<file path="src/rtl/i2cbr_pkg.sv">
package i2cbr_pkg;

    typedef enum logic [2:0] {
        OP_NONE  = 3'd0,
        OP_START = 3'd1,
        OP_WRITE = 3'd2,
        OP_READ  = 3'd3,
        OP_END   = 3'd4,
        OP_NACK  = 3'd5
    } op_e;

    typedef enum logic [2:0] {
        ST_IDLE,
        ST_WR,
        ST_ACKW,
        ST_RD,
        ST_CACK,
        ST_HALT,
        ST_BUSY
    } st_e;

endpackage

</file>
<file path="src/rtl/i2cbr_line_watch.sv">
module i2cbr_line_watch #(
    parameter int SYNC_STAGES = 2
) (
    input  logic clk,
    input  logic rst_n,
    input  logic scl_i,
    input  logic sda_i,
    output logic scl_lvl,
    output logic sda_lvl,
    output logic ev_start,
    output logic ev_stop,
    output logic ev_rise,
    output logic ev_fall
);
    typedef struct packed {
        logic [SYNC_STAGES-1:0] scl_pipe;
        logic [SYNC_STAGES-1:0] sda_pipe;
        logic                   scl_last;
        logic                   sda_last;
    } lw_t;

    lw_t r_q, r_d;
    logic scl_now, sda_now, scl_chg, sda_chg;

    assign scl_now = r_q.scl_pipe[SYNC_STAGES-1];
    assign sda_now = r_q.sda_pipe[SYNC_STAGES-1];
    assign scl_chg = scl_now != r_q.scl_last;
    assign sda_chg = sda_now != r_q.sda_last;

    always_comb begin
        r_d          = r_q;
        r_d.scl_pipe = {r_q.scl_pipe[SYNC_STAGES-2:0], scl_i};
        r_d.sda_pipe = {r_q.sda_pipe[SYNC_STAGES-2:0], sda_i};
        r_d.scl_last = scl_now;
        r_d.sda_last = sda_now;
    end

    always_ff @(posedge clk or negedge rst_n) begin
        if (!rst_n) begin
            r_q <= '1;
        end else begin
            r_q <= r_d;
        end
    end

    // data edges are judged against the stored clock level
    assign ev_start = sda_chg && r_q.scl_last && !sda_now;
    assign ev_stop  = sda_chg && r_q.scl_last &&  sda_now;
    assign ev_rise  = scl_chg &&  scl_now;
    assign ev_fall  = scl_chg && !scl_now;
    assign scl_lvl  = r_q.scl_last;
    assign sda_lvl  = r_q.sda_last;

endmodule

</file>
<file path="src/rtl/i2cbr_core.sv">
module i2cbr_core
    import i2cbr_pkg::*;
#(
    parameter int DATA_W = 8
) (
    input  logic              clk,
    input  logic              rst_n,
    input  logic              scl_lvl,
    input  logic              sda_lvl,
    input  logic              ev_start,
    input  logic              ev_stop,
    input  logic              ev_rise,
    input  logic              ev_fall,
    input  logic              req_ready,
    input  logic              rsp_nack,
    input  logic [DATA_W-1:0] rsp_rdata,
    output logic              drive,
    output logic              req_valid,
    output logic [2:0]        req_op,
    output logic [DATA_W-2:0] req_addr,
    output logic              req_rnw,
    output logic [DATA_W-1:0] req_wdata
);
    localparam int ADDR_W = DATA_W - 1;
    localparam int CNT_W  = $clog2(DATA_W);
    localparam logic [CNT_W-1:0] LAST_BIT = CNT_W'(DATA_W - 1);

    typedef struct packed {
        st_e               st;
        logic [CNT_W-1:0]  cnt;
        logic [DATA_W-1:0] sh;
        logic              addr_seen;
        logic              rnw;
        logic              drive;
        logic              vld;
        op_e               op;
        logic [ADDR_W-1:0] addr;
        logic [DATA_W-1:0] wdata;
    } core_t;

    core_t r_q, r_d;

    always_comb begin
        r_d = r_q;
        if (r_q.st == ST_BUSY) begin
            if (req_ready) begin
                r_d.vld = 1'b0;
                case (r_q.op)
                    OP_START, OP_WRITE: begin
                        if (rsp_nack) begin
                            r_d.drive     = 1'b1;
                            r_d.addr_seen = 1'b0;
                            r_d.vld       = 1'b1;
                            r_d.op        = OP_END;
                        end else begin
                            r_d.drive = 1'b0;
                            r_d.cnt   = '0;
                            r_d.st    = r_q.rnw ? ST_RD : ST_WR;
                        end
                    end
                    OP_READ: begin
                        r_d.drive = rsp_rdata[DATA_W-1];
                        r_d.sh    = {rsp_rdata[DATA_W-2:0], 1'b0};
                        r_d.cnt   = CNT_W'(1);
                        r_d.st    = ST_RD;
                    end
                    OP_NACK: r_d.st = ST_HALT;
                    default: r_d.st = ST_IDLE;
                endcase
            end
        end else if (ev_start) begin
            r_d.st        = ST_WR;
            r_d.cnt       = '0;
            r_d.addr_seen = 1'b0;
            r_d.drive     = 1'b1;
        end else if (ev_stop) begin
            r_d.drive = 1'b1;
            if (r_q.addr_seen) begin
                r_d.addr_seen = 1'b0;
                r_d.vld       = 1'b1;
                r_d.op        = OP_END;
                r_d.st        = ST_BUSY;
            end else begin
                r_d.st = ST_IDLE;
            end
        end else if (ev_fall) begin
            r_d.drive = 1'b1;
        end else if (ev_rise) begin
            case (r_q.st)
                ST_WR: begin
                    r_d.drive = 1'b1;
                    r_d.sh    = {r_q.sh[DATA_W-2:0], sda_lvl};
                    if (r_q.cnt == LAST_BIT) begin
                        r_d.cnt = '0;
                        r_d.st  = ST_ACKW;
                    end else begin
                        r_d.cnt = r_q.cnt + CNT_W'(1);
                    end
                end
                ST_ACKW: begin
                    r_d.vld = 1'b1;
                    r_d.st  = ST_BUSY;
                    if (!r_q.addr_seen) begin
                        r_d.addr      = r_q.sh[DATA_W-1:1];
                        r_d.rnw       = r_q.sh[0];
                        r_d.addr_seen = 1'b1;
                        r_d.op        = OP_START;
                    end else begin
                        r_d.wdata = r_q.sh;
                        r_d.op    = OP_WRITE;
                    end
                end
                ST_RD: begin
                    if (r_q.cnt == '0) begin
                        r_d.vld = 1'b1;
                        r_d.op  = OP_READ;
                        r_d.st  = ST_BUSY;
                    end else begin
                        r_d.drive = r_q.sh[DATA_W-1];
                        r_d.sh    = {r_q.sh[DATA_W-2:0], 1'b0};
                        if (r_q.cnt == LAST_BIT) begin
                            r_d.cnt = '0;
                            r_d.st  = ST_CACK;
                        end else begin
                            r_d.cnt = r_q.cnt + CNT_W'(1);
                        end
                    end
                end
                ST_CACK: begin
                    r_d.drive = 1'b1;
                    if (sda_lvl) begin
                        r_d.vld = 1'b1;
                        r_d.op  = OP_NACK;
                        r_d.st  = ST_BUSY;
                    end else begin
                        r_d.cnt = '0;
                        r_d.st  = ST_RD;
                    end
                end
                default: r_d.drive = 1'b1;
            endcase
        end
    end

    always_ff @(posedge clk or negedge rst_n) begin
        if (!rst_n) begin
            r_q       <= '0;
            r_q.st    <= ST_IDLE;
            r_q.op    <= OP_NONE;
            r_q.drive <= 1'b1;
        end else begin
            r_q <= r_d;
        end
    end

    assign drive     = r_q.drive;
    assign req_valid = r_q.vld;
    assign req_op    = r_q.op;
    assign req_addr  = r_q.addr;
    assign req_rnw   = r_q.rnw;
    assign req_wdata = r_q.wdata;

    // request held until accepted
    p_req_hold_r13: assert property (@(posedge clk) disable iff (!rst_n)
        (r_q.vld && !req_ready) |=> (r_q.vld && $stable(r_q.op) && $stable(r_q.addr)
                                     && $stable(r_q.wdata) && $stable(r_q.rnw)));

    // start restarts capture with the address phase
    p_start_restart_r2: assert property (@(posedge clk) disable iff (!rst_n)
        (ev_start && r_q.st != ST_BUSY) |=> (r_q.st == ST_WR && !r_q.addr_seen));

    // falling clock releases the drive
    p_fall_release_r11: assert property (@(posedge clk) disable iff (!rst_n)
        (ev_fall && r_q.st != ST_BUSY) |=> r_q.drive);

    // with the clock low and no rising edge, nothing moves
    p_low_quiet_r4: assert property (@(posedge clk) disable iff (!rst_n)
        (r_q.st != ST_BUSY && !scl_lvl && !ev_rise) |=> ($stable(r_q.st) && !r_q.vld));

    // an accepted byte is acknowledged by pulling low
    p_ack_pull_r7: assert property (@(posedge clk) disable iff (!rst_n)
        (r_q.vld && req_ready && !rsp_nack && (r_q.op == OP_START || r_q.op == OP_WRITE))
        |=> !r_q.drive);

    // the halted state raises nothing on clocks
    p_halt_silent_r10: assert property (@(posedge clk) disable iff (!rst_n)
        (r_q.st == ST_HALT && !ev_start && !ev_stop) |=> (!r_q.vld && r_q.drive));

endmodule

</file>
<file path="src/rtl/i2c_line_bridge.sv">
module i2c_line_bridge #(
    parameter int DATA_W      = 8,
    parameter int SYNC_STAGES = 2
) (
    input  logic              clk,
    input  logic              rst_n,
    input  logic              scl_i,
    input  logic              sda_i,
    output logic              sda_drive_o,
    output logic              sda_bus_o,
    output logic              req_valid_o,
    output logic [2:0]        req_op_o,
    output logic [DATA_W-2:0] req_addr_o,
    output logic              req_rnw_o,
    output logic [DATA_W-1:0] req_wdata_o,
    input  logic              req_ready_i,
    input  logic              rsp_nack_i,
    input  logic [DATA_W-1:0] rsp_rdata_i
);
    logic scl_lvl, sda_lvl, ev_start, ev_stop, ev_rise, ev_fall;

    i2cbr_line_watch #(.SYNC_STAGES(SYNC_STAGES)) u_watch (
        .clk      (clk),
        .rst_n    (rst_n),
        .scl_i    (scl_i),
        .sda_i    (sda_i),
        .scl_lvl  (scl_lvl),
        .sda_lvl  (sda_lvl),
        .ev_start (ev_start),
        .ev_stop  (ev_stop),
        .ev_rise  (ev_rise),
        .ev_fall  (ev_fall)
    );

    i2cbr_core #(.DATA_W(DATA_W)) u_core (
        .clk       (clk),
        .rst_n     (rst_n),
        .scl_lvl   (scl_lvl),
        .sda_lvl   (sda_lvl),
        .ev_start  (ev_start),
        .ev_stop   (ev_stop),
        .ev_rise   (ev_rise),
        .ev_fall   (ev_fall),
        .req_ready (req_ready_i),
        .rsp_nack  (rsp_nack_i),
        .rsp_rdata (rsp_rdata_i),
        .drive     (sda_drive_o),
        .req_valid (req_valid_o),
        .req_op    (req_op_o),
        .req_addr  (req_addr_o),
        .req_rnw   (req_rnw_o),
        .req_wdata (req_wdata_o)
    );

    assign sda_bus_o = sda_drive_o & sda_lvl;

    // quiet and released out of reset
    p_reset_released_r1: assert property (@(posedge clk)
        $rose(rst_n) |-> (sda_drive_o && !req_valid_o));

endmodule

</file>
<file path="config.mk">
export PLATFORM = sky130hd
export DESIGN_NAME = i2c_line_bridge
export DESIGN_NICKNAME = d
export VERILOG_FILES = /design/src/rtl/i2cbr_pkg.sv /design/src/rtl/i2cbr_line_watch.sv /design/src/rtl/i2cbr_core.sv /design/src/rtl/i2c_line_bridge.sv
export SDC_FILE = /design/constraint.sdc
export NUM_CORES = 1
export LEC_CHECK = 0
export BUFFER_PORTS_ARGS = -buffer_cell sky130_fd_sc_hd__clkbuf_2
export CAP_MARGIN = 0
export CORE_ASPECT_RATIO = 1.1
export CORE_MARGIN = 2
export CORE_UTILIZATION = 33
export CTS_BUF_LIST = sky130_fd_sc_hd__clkbuf_2
export CTS_CLUSTER_DIAMETER = 50
export DETAILED_ROUTE_END_ITERATION = 16
export GPL_TIMING_DRIVEN = 0
export HOLD_SLACK_MARGIN = 0.03
export PLACE_DENSITY = 0.49
export REMOVE_ABC_BUFFERS = 1
export SLEW_MARGIN = 20
export SYNTH_ARGS = -nofsm -noshare
export SYNTH_HDL_FRONTEND = slang
export SYNTH_SLANG_ARGS = --single-unit
</file>
<file path="constraint.sdc">
create_clock -name clk -period 3.5 [get_ports clk]
set_clock_uncertainty 0.05 [all_clocks]
set_input_delay 0.875 -clock clk [delete_from_list [all_inputs] [get_ports clk]]
set_output_delay 0.875 -clock clk [all_outputs]
set_load 0.05 [all_outputs]
</file>
* After elaboration in Yosys (flattened, before gate mapping)
Index checks and enable logic that the tools add are counted.
** Word-level totals
- Flip-flop bits (word level) :: 42
- Word-level logic and storage cells :: 142
- Input port bits :: 14
** Cells by class
- Eq/ne operators :: 36
- Reduce and logical (&&, ||, !) cells :: 30
- Bitwise operators :: 5
- Multiplexer cells :: 56
- Add/subtract/negate cells :: 1
** Operators with widths (number)
- 2-to-1 mux 36 bit :: 5
- 2-to-1 mux 15 bit :: 4
- 2-to-1 mux 19 bit :: 2
- nonzero test 5 bit :: 5
- 2-to-1 mux 3 bit :: 8
- 2-to-1 mux 8 bit :: 3
- 2-to-1 mux 11 bit :: 2
- AND reduction 7 bit :: 3
- 2-to-1 mux 4 bit :: 5
- case mux 3 bit (3 select lines) :: 2
- 2-to-1 mux 16 bit :: 1
- != test 4 x 3 -> 1 bit (second input constant) :: 4
- case mux 8 bit (2 select lines) :: 1
- AND reduction 8 bit :: 2
- 2-to-1 mux 5 bit :: 3
- == test 3 x 2 -> 1 bit (second input constant) :: 4
- == test 3 bit (second input constant) :: 4
- 2-to-1 mux 6 bit :: 2
- != test 3 x 2 -> 1 bit (second input constant) :: 4
- case mux 3 bit (4 select lines) :: 1
- case mux 4 bit (3 select lines) :: 1
- AND reduction 10 bit :: 1
- 2-to-1 mux 1 bit :: 9
- AND reduction 9 bit :: 1
- other kinds (29) :: 51

* Depth between registers and ports, before layout
Gate-level depths: netlist (run 1).
- Depth after elaboration :: 13
- Depth in mapped cells :: 7

* Hierarchy
A second synthesis (run 1) with hierarchy kept.
** Second synthesis, totals
- Cell total of the unflattened synthesis :: 243
- Area, all modules :: 2404.8 µm²
** Modules (own cells, without submodules)
- i2cbr_core :: area each 2208.4 µm², instances 1, cells each 232, sequential area each 902.1 µm²
- i2cbr_line_watch :: area each 190.2 µm², instances 1, cells each 10, sequential area each 157.7 µm²
- i2c_line_bridge :: area each 6.3 µm², instances 1, cells each 1, sequential area each 0.0 µm²

* Worst setup path after synthesis (run 1)
OpenSTA, ideal clock, no wires.
- Path kind :: reg-to-output
- Start point :: reg, netlist name u_core.drive
- End point :: out sda_bus_o
- Path slack :: 1.428 ns
- Arrival time :: 1.147 ns
- Cell stages (with the launch flop) :: 2
- Data required time :: 2.575 ns
- Cell sequence :: dfstp_2 -> and2_1
** Between the ends
- Word-level cells in the longest chain between the ends :: 1
** Ends and longest elaborated chain
- AND 1 bit :: RTL line i2c_line_bridge.sv:55 : assign sda_bus_o = sda_drive_o & sda_lvl;
- to (decl) :: RTL line i2c_line_bridge.sv:10 : output logic sda_bus_o,
No other way between the ends.

* Worst setup path in the final report (run 1)
- Start point :: reg u_core.r_q[35] (netlist name)
- End point :: reg u_core.r_q[29] (netlist name)
** Between the ends
- Word-level cells in the longest chain between the ends :: 11
- Elaborated cells between the ends (all ways) :: 22
- Those cells by class :: eq/ne (9); mux (10); reduce/logical (3)
** Ends and longest elaborated chain
- from (decl) :: RTL line i2cbr_core.sv:41 : core_t r_q, r_d;
- from (signal assigned) :: RTL line i2cbr_core.sv:152 : r_q <= r_d;
- == test 3 x 2 -> 1 bit / == test 3 x 1 -> 1 bit (equally long branches) :: RTL line i2cbr_core.sv:89 : case (r_q.st)
- case mux 8 bit (2 select lines) :: RTL line i2cbr_core.sv:89
- 2-to-1 mux 36 bit :: RTL line i2cbr_core.sv:88 : end else if (ev_rise) begin
- 2-to-1 mux 36 bit :: RTL line i2cbr_core.sv:86 : end else if (ev_fall) begin
- 2-to-1 mux 36 bit :: RTL line i2cbr_core.sv:76 : end else if (ev_stop) begin
- 2-to-1 mux 36 bit :: RTL line i2cbr_core.sv:71 : end else if (ev_start) begin
- 2-to-1 mux 36 bit :: RTL line i2cbr_core.sv:45 : if (r_q.st == ST_BUSY) begin
- 2-to-1 mux 16 bit :: RTL line i2cbr_core.sv:86
- 2-to-1 mux 11 bit :: RTL line i2cbr_core.sv:76
- 2-to-1 mux 8 bit :: RTL line i2cbr_core.sv:71
- 2-to-1 mux 15 bit :: RTL line i2cbr_core.sv:45
Several ways; a longest one is shown, not always the timed one. The select of a mux whose other input is x is not followed.
A chain may end at the register's enable or synchronous reset.

==> flow_summary.ini, run 1 <==
[status]
run_status = complete, no violations

[die]
initial_core_util_pct = 34.2
core_region_area_um2 = 7510
die_area_um2 = 8500
die_y_um = 96.5
ioPinCount = 36
placement_rows = 33
die_width_um = 88.1

[setup_path]
regToRegSetupSlack_ns = 0.96
worstSetupEndpointType = flip-flop
reg2reg_from = u_core.r_q[35]
critical_path_arrival_ns = 2.81
regToRegEndpoint = u_core.r_q[29]
worst-r2r-cell-count = 4
required_time_of_the_worst_setup_path_ns = 3.77
setup.worst_path.class = flip-flop to flip-flop
cp-start-kind = flip-flop
critical_path.max_fanout = 21

[place]
finalWeightedCongestion = 0.882
dpl_worst_slack_ns = 0.980
dp_hpwl_um = 3920
placement.io_buffers = 35

[clock_network]
cts.clk_slew.worst_paths_ns = 0.23
resized_gates_after_cts = 0
clockRootBuffer = clkbuf_2
clockBufferDepth = 2
clock_sink_count = 42
cts_inserted_buffers = 5
htree_levels = 2
post-cts-setup-buffer-count = 0
clkLatencyLatePin_ns = 0.40
holdBufCountCts = 0
clock_tree_from_tritoncts = done

[routing]
detailedRoute.firstIterationViolations = 97
drt.antenna.violating_nets = 0
vias = 1777
post_drt_wl_per_cell_um = 15.1
detail_route.drc_violations = 0
drt-total-wl_um = 5470
drt_pass1_iterations = 4
routed_via_density = 4.91

[power_and_ir_drop]
ir_worst_vdd_uv = 260
cellPowerDensity_nw_per_um2 = 963
leakage_nw = 1.24

[logic_synthesis]
synth-seq-area-share_pct = 41.3
postSynthRegisterBits = 42
synth.area.top_cells = dfrtp_1 (34%), dfstp_2 (7.2%), mux2_2 (7.0%), buf_4 (6.4%), mux2_4 (5.8%)
synth-async-reset-ratio_pct = 100
yosys_most_used_dff = dfrtp_1
post_synth_top_cells = dfrtp_1 (35), nand2_1 (24), buf_4 (22)
post_synth_num_cell_types = 52
synth_top_area_share_pct = 34.1
synthesis.yosys.warnings = 0
synth_edf_count = 0
netlist_instances = 242
syn-cell-area_um2 = 2570
yosysMostFrequentCell = dfrtp_1
synth_area_per_cell_um2 = 10.6
largest_area_contributor_in_the_netlist = dfrtp_1

[cells_and_area]
layout.area.seq_um2 = 1060
flow.area_growth_from_synthesis_pct = 5.41
antenna_cells = 0
final.fill_count = 783
drive_above_1_share_pct = 36.6
multiInputGateArea_um2 = 1250
nNetsFinal = 274

[timing]
report.final.setup_viol = 0
post-route-period-util_pct = 72.4
timing.final.ws_setup_ns = 0.965
grt_setup_unrepaired = false
clock.fmax_mhz = 394
min_period_ns = 2.54
total_negative_setup_slack_ns = 0
timing.final.hold_violations = 0
slew-limit-headroom_pct = 49.4
final-max-slew-violation-count = 0
worst_pin_slew_ns = 0.759

[grt]
sum_of_overflow_across_all_layers_after_global_routing = 0
grt_util_all_layers_pct = 13.3
vias_in_the_first_global_route = 1711
initial_antenna_violation_count = 0
first_pass_grt_wire_length_um = 8610
pin_count_of_the_biggest_net_entering_global_routing = 43

[min_path]
timing.hold.worst_endpoint = u_watch.r_d[1]
hold_path_startpoint = u_watch.r_d[5]
holdPathStages = 0
timing.hold.worst.class = flip-flop to flip-flop

[job]
drv_cap = 0
sequential cells by signal, summed over array words and instances, names as in the netlist:
register	count
u_watch.sda_lvl	1
u_core.req_op	3
u_watch.r_d	4
u_core.drive	1
u_core.req_rnw	1
u_core.req_wdata	8
u_core.r_q	15
u_watch.scl_lvl	1
u_core.req_valid	1
u_core.req_addr	7
cells in the final DEF (no fill, tap or decap), types with 2 or more instances in the layout:
| master | n |
|---|---|
| o22ai_1 | 3 |
| dfrtp_1 | 35 |
| nand2_2 | 2 |
| nand3b_1 | 2 |
| o21ai_0 | 13 |
| mux2_4 | 10 |
| nor2_1 | 8 |
| o21ai_1 | 6 |
| dfstp_2 | 7 |
| o31ai_1 | 2 |
| mux2_1 | 3 |
| nor2b_1 | 3 |
| a21boi_0 | 2 |
| mux2_2 | 16 |
| ha_1 | 4 |
| nor3_4 | 2 |
| mux2i_1 | 5 |
| nand2_1 | 24 |
| xor2_1 | 3 |
| a22oi_1 | 2 |
| nor3_1 | 2 |
| inv_1 | 11 |
| nand2b_1 | 5 |
| clkbuf_2 | 40 |
| a21oi_1 | 17 |
| a211oi_1 | 4 |
worst max-delay path: stages (launching register included):
cell	delay, ns
dfrtp_1	0.69
and3b_1	0.74
nand2_1	0.17
a22o_1	0.43
mux2_4	0.37
cell families after synthesis:
family / after synthesis / synth area share, %
adder cells (fa/ha/maj): 4 / 1.95
buffers and inverters: 40 / 10.0
AND/OR/NAND/NOR: 59 / 14.0
XOR/XNOR: 3 / 1.02
multiplexers: 34 / 16.1
flip-flops: 42 / 41.3
AO/OA/AOI/OAI: 60 / 15.5
per-layer routing:
layer | wire [um] | track usage [%]
met5 | 0 | 0
met4 | 180 | 5.68
met3 | 210 | 2.72
met2 | 2610 | 22.7
met1 | 2460 | 16.3
power by group:
part / total (mW) / internal (mW) / switching (mW)
clock: 0.220 / 0.0530 / 0.167
sequential: 0.915 / 0.688 / 0.227
combinational: 1.47 / 0.537 / 0.934
through the flow:
stage                     util [%]  power, mW  area [um^2]  std cells  hold WS (ns)
after floorplan                  -       2.06         2350        214         0.295
after global placement        35.4       2.40         2660        354         0.296
after detailed placement      35.4       2.40         2660        354         0.299
after CTS                     36.0       2.64         2700        362         0.327
after global routing          36.0       2.80         2710        362         0.331
final                         36.0       2.61         2710        362         0.324
worst max path at each step:
stage                         from        endpoint  slack (ns)  cells after the start
floorplan             u_core.drive       sda_bus_o        1.43                      1
global placement    u_core.r_q[34]  u_core.r_q[23]        0.95                      4
detailed placement  u_core.r_q[34]  u_core.r_q[23]        0.98                      4
CTS                 u_core.r_q[34]  u_core.r_q[23]        0.97                      4
global route        u_core.r_q[35]  u_core.r_q[25]        0.85                      4
finish              u_core.r_q[35]  u_core.r_q[29]        0.96                      4
area by class of cell:
| type | instances | area share, % |
|---|---|---|
| Inverter | 12 | 1.66 |
| Clock inverter | 2 | 0.462 |
| Multi-Input combinational cell | 160 | 46.2 |
| Sequential cell | 42 | 39.2 |
| Clock buffer | 6 | 1.11 |
| Timing Repair Buffer | 35 | 6.56 |
| Tap cell | 105 | 4.85 |
(Power assumes the default switching activity.)
==> run 2: changes to the inputs <==
==> constraint.sdc (replaced) <==
create_clock -name clk -period 2.39 [get_ports clk]
set_clock_uncertainty 0.05 [all_clocks]
set_input_delay 0.5975 -clock clk [delete_from_list [all_inputs] [get_ports clk]]
set_output_delay 0.5975 -clock clk [all_outputs]
set_load 0.05 [all_outputs]
==> run 2 against run 1 <==
  * Register-to-register slack worse by 0.81 ns
  * Largest power group unchanged
  * First-iteration DRC count increased by 2.1%
  * Wire length down 0.27%
  * Fmax up 14%
  * Highest routed layer unchanged
==> flow_summary.ini, run 2 (synthesized netlist as in run 1, its figures left out) <==
[cells_and_area]
layout.cells.most_common_list = clkbuf_2 (40), dfrtp_1 (35), nand2_1 (24)
drive_above_1_share_pct = 37.4
flow.area_growth_from_synthesis_pct = 5.51
nNetsFinal = 274
registers.top_by_ff_count = u_core.r_q
final.fill_count = 781
antenna_cells = 0
layout.area.seq_um2 = 1060
largest_reg_flops = 15
layout_commonest_cell = clkbuf_2
multiInputGateArea_um2 = 1250

[timing]
min_period_ns = 2.23
worst_pin_slew_ns = 0.541
post-route-period-util_pct = 93.4
clock.fmax_mhz = 448
slew-limit-headroom_pct = 63.9
timing.final.ws_setup_ns = 0.158
report.final.setup_viol = 0
grt_setup_unrepaired = false
total_negative_setup_slack_ns = 0
final-max-slew-violation-count = 0
timing.final.hold_violations = 0

[power_and_ir_drop]
leakage_nw = 1.24
total_power_mw = 3.81
comb_power_share_pct = 56.5
cellPowerDensity_nw_per_um2 = 1410
switching_power_mw = 1.94
power_frac_seq_pct = 35.1
swShare_pct = 50.9
power_report.internal_total_mw = 1.87
p_clk_share_pct = 8.4
ir_worst_vdd_uv = 378

[routing]
drt.antenna.violating_nets = 0
drt_pass1_iterations = 4
drt-total-wl_um = 5450
vias = 1782
detailedRoute.firstIterationViolations = 99
post_drt_wl_per_cell_um = 15.1
detail_route.drc_violations = 0
routed_via_density = 4.92

[die]
ioPinCount = 36
core_region_area_um2 = 7510
die_width_um = 88.1
placement_rows = 33
die_area_um2 = 8500
die_y_um = 96.5
initial_core_util_pct = 34.2

[setup_path]
cp-start-kind = flip-flop
setup.worst_path.class = flip-flop to flip-flop
required_time_of_the_worst_setup_path_ns = 2.66
critical_path_arrival_ns = 2.51
regToRegEndpoint = u_core.req_op[1]
worst-r2r-cell-count = 5
critical_path.max_fanout = 12
worstSetupEndpointType = flip-flop
regToRegSetupSlack_ns = 0.16
reg2reg_from = u_core.r_q[33]

[clock_network]
clock_sink_count = 42
cts.clk_slew.worst_paths_ns = 0.23
cts_inserted_buffers = 5
htree_levels = 2
resized_gates_after_cts = 1
clockRootBuffer = clkbuf_2
clock_tree_from_tritoncts = done
holdBufCountCts = 0
clockBufferDepth = 2
post-cts-setup-buffer-count = 0
clkLatencyLatePin_ns = 0.40

[grt]
grt_util_all_layers_pct = 13.3
initial_antenna_violation_count = 0
vias_in_the_first_global_route = 1711
pin_count_of_the_biggest_net_entering_global_routing = 43
first_pass_grt_wire_length_um = 8610
sum_of_overflow_across_all_layers_after_global_routing = 0

[place]
placement.io_buffers = 35
dpl_worst_slack_ns = -0.130
finalWeightedCongestion = 0.882
dp_hpwl_um = 3920

[job]
drv_cap = 0

[status]
run_status = complete, no violations

[min_path]
timing.hold.worst.class = input pin to asynchronous set/reset pin
run 2: how the worst max path moves through the flow:
stage,startpoint,endpoint,cells after the start
after detailed placement,u_core.r_q[34],u_core.r_q[23],4
after global routing,u_core.r_q[33],u_core.req_op[1],5
final,u_core.r_q[33],u_core.req_op[1],5
after global placement,u_core.r_q[34],u_core.r_q[23],4
after CTS,u_core.r_q[35],u_core.r_q[23],5
after floorplan,u_core.r_q[33],u_core.r_q[28],4
run 2: layer usage:
layer  routed length [um]  GRT usage [%]
met4                  164           5.68
met3                  211           2.72
met1                 2460           16.3
met5                    0              0
met2                 2620           22.7
run 2: area by class of cell:
type                    count  area share (%)
multi-input cells         160            46.2
repair buffers             35            6.56
flip-flops and latches     42            39.1
well taps                 105            4.85
clock inverters             2           0.462
inverters                  12            1.66
clock buffers               6            1.11
run 2: per-stage QoR:
| step | utilization, % | hold WS, ns | cells | cell area [um^2] |
|---|---|---|---|---|
| floorplan | - | 0.252 | 214 | 2350 |
| global placement | 35.4 | 0.296 | 354 | 2660 |
| detailed placement | 35.4 | 0.299 | 354 | 2660 |
| CTS | 36.0 | 0.141 | 362 | 2710 |
| global route | 36.0 | 0.0539 | 362 | 2710 |
| finish | 36.0 | 0.0788 | 362 | 2710 |
run 2: power by group through the flow:
| stage | Combinational (mW) | Clock [mW] | Sequential, mW |
|---|---|---|---|
| after floorplan | 1.13 | 0 | 1.88 |
| after global placement | 2.16 | 0 | 1.36 |
| after detailed placement | 2.16 | 0 | 1.36 |
| after CTS | 2.17 | 0.351 | 1.34 |
| after global routing | 2.33 | 0.385 | 1.39 |
| final | 2.15 | 0.322 | 1.34 |
run 2: worst max-delay path, stage by stage (launching register included):
cell and delay (ns):
dfrtp_1 0.70, nand2b_1 0.31, nor3_1 0.12, o311a_4 0.35
nor3_4 0.29, mux2_4 0.33
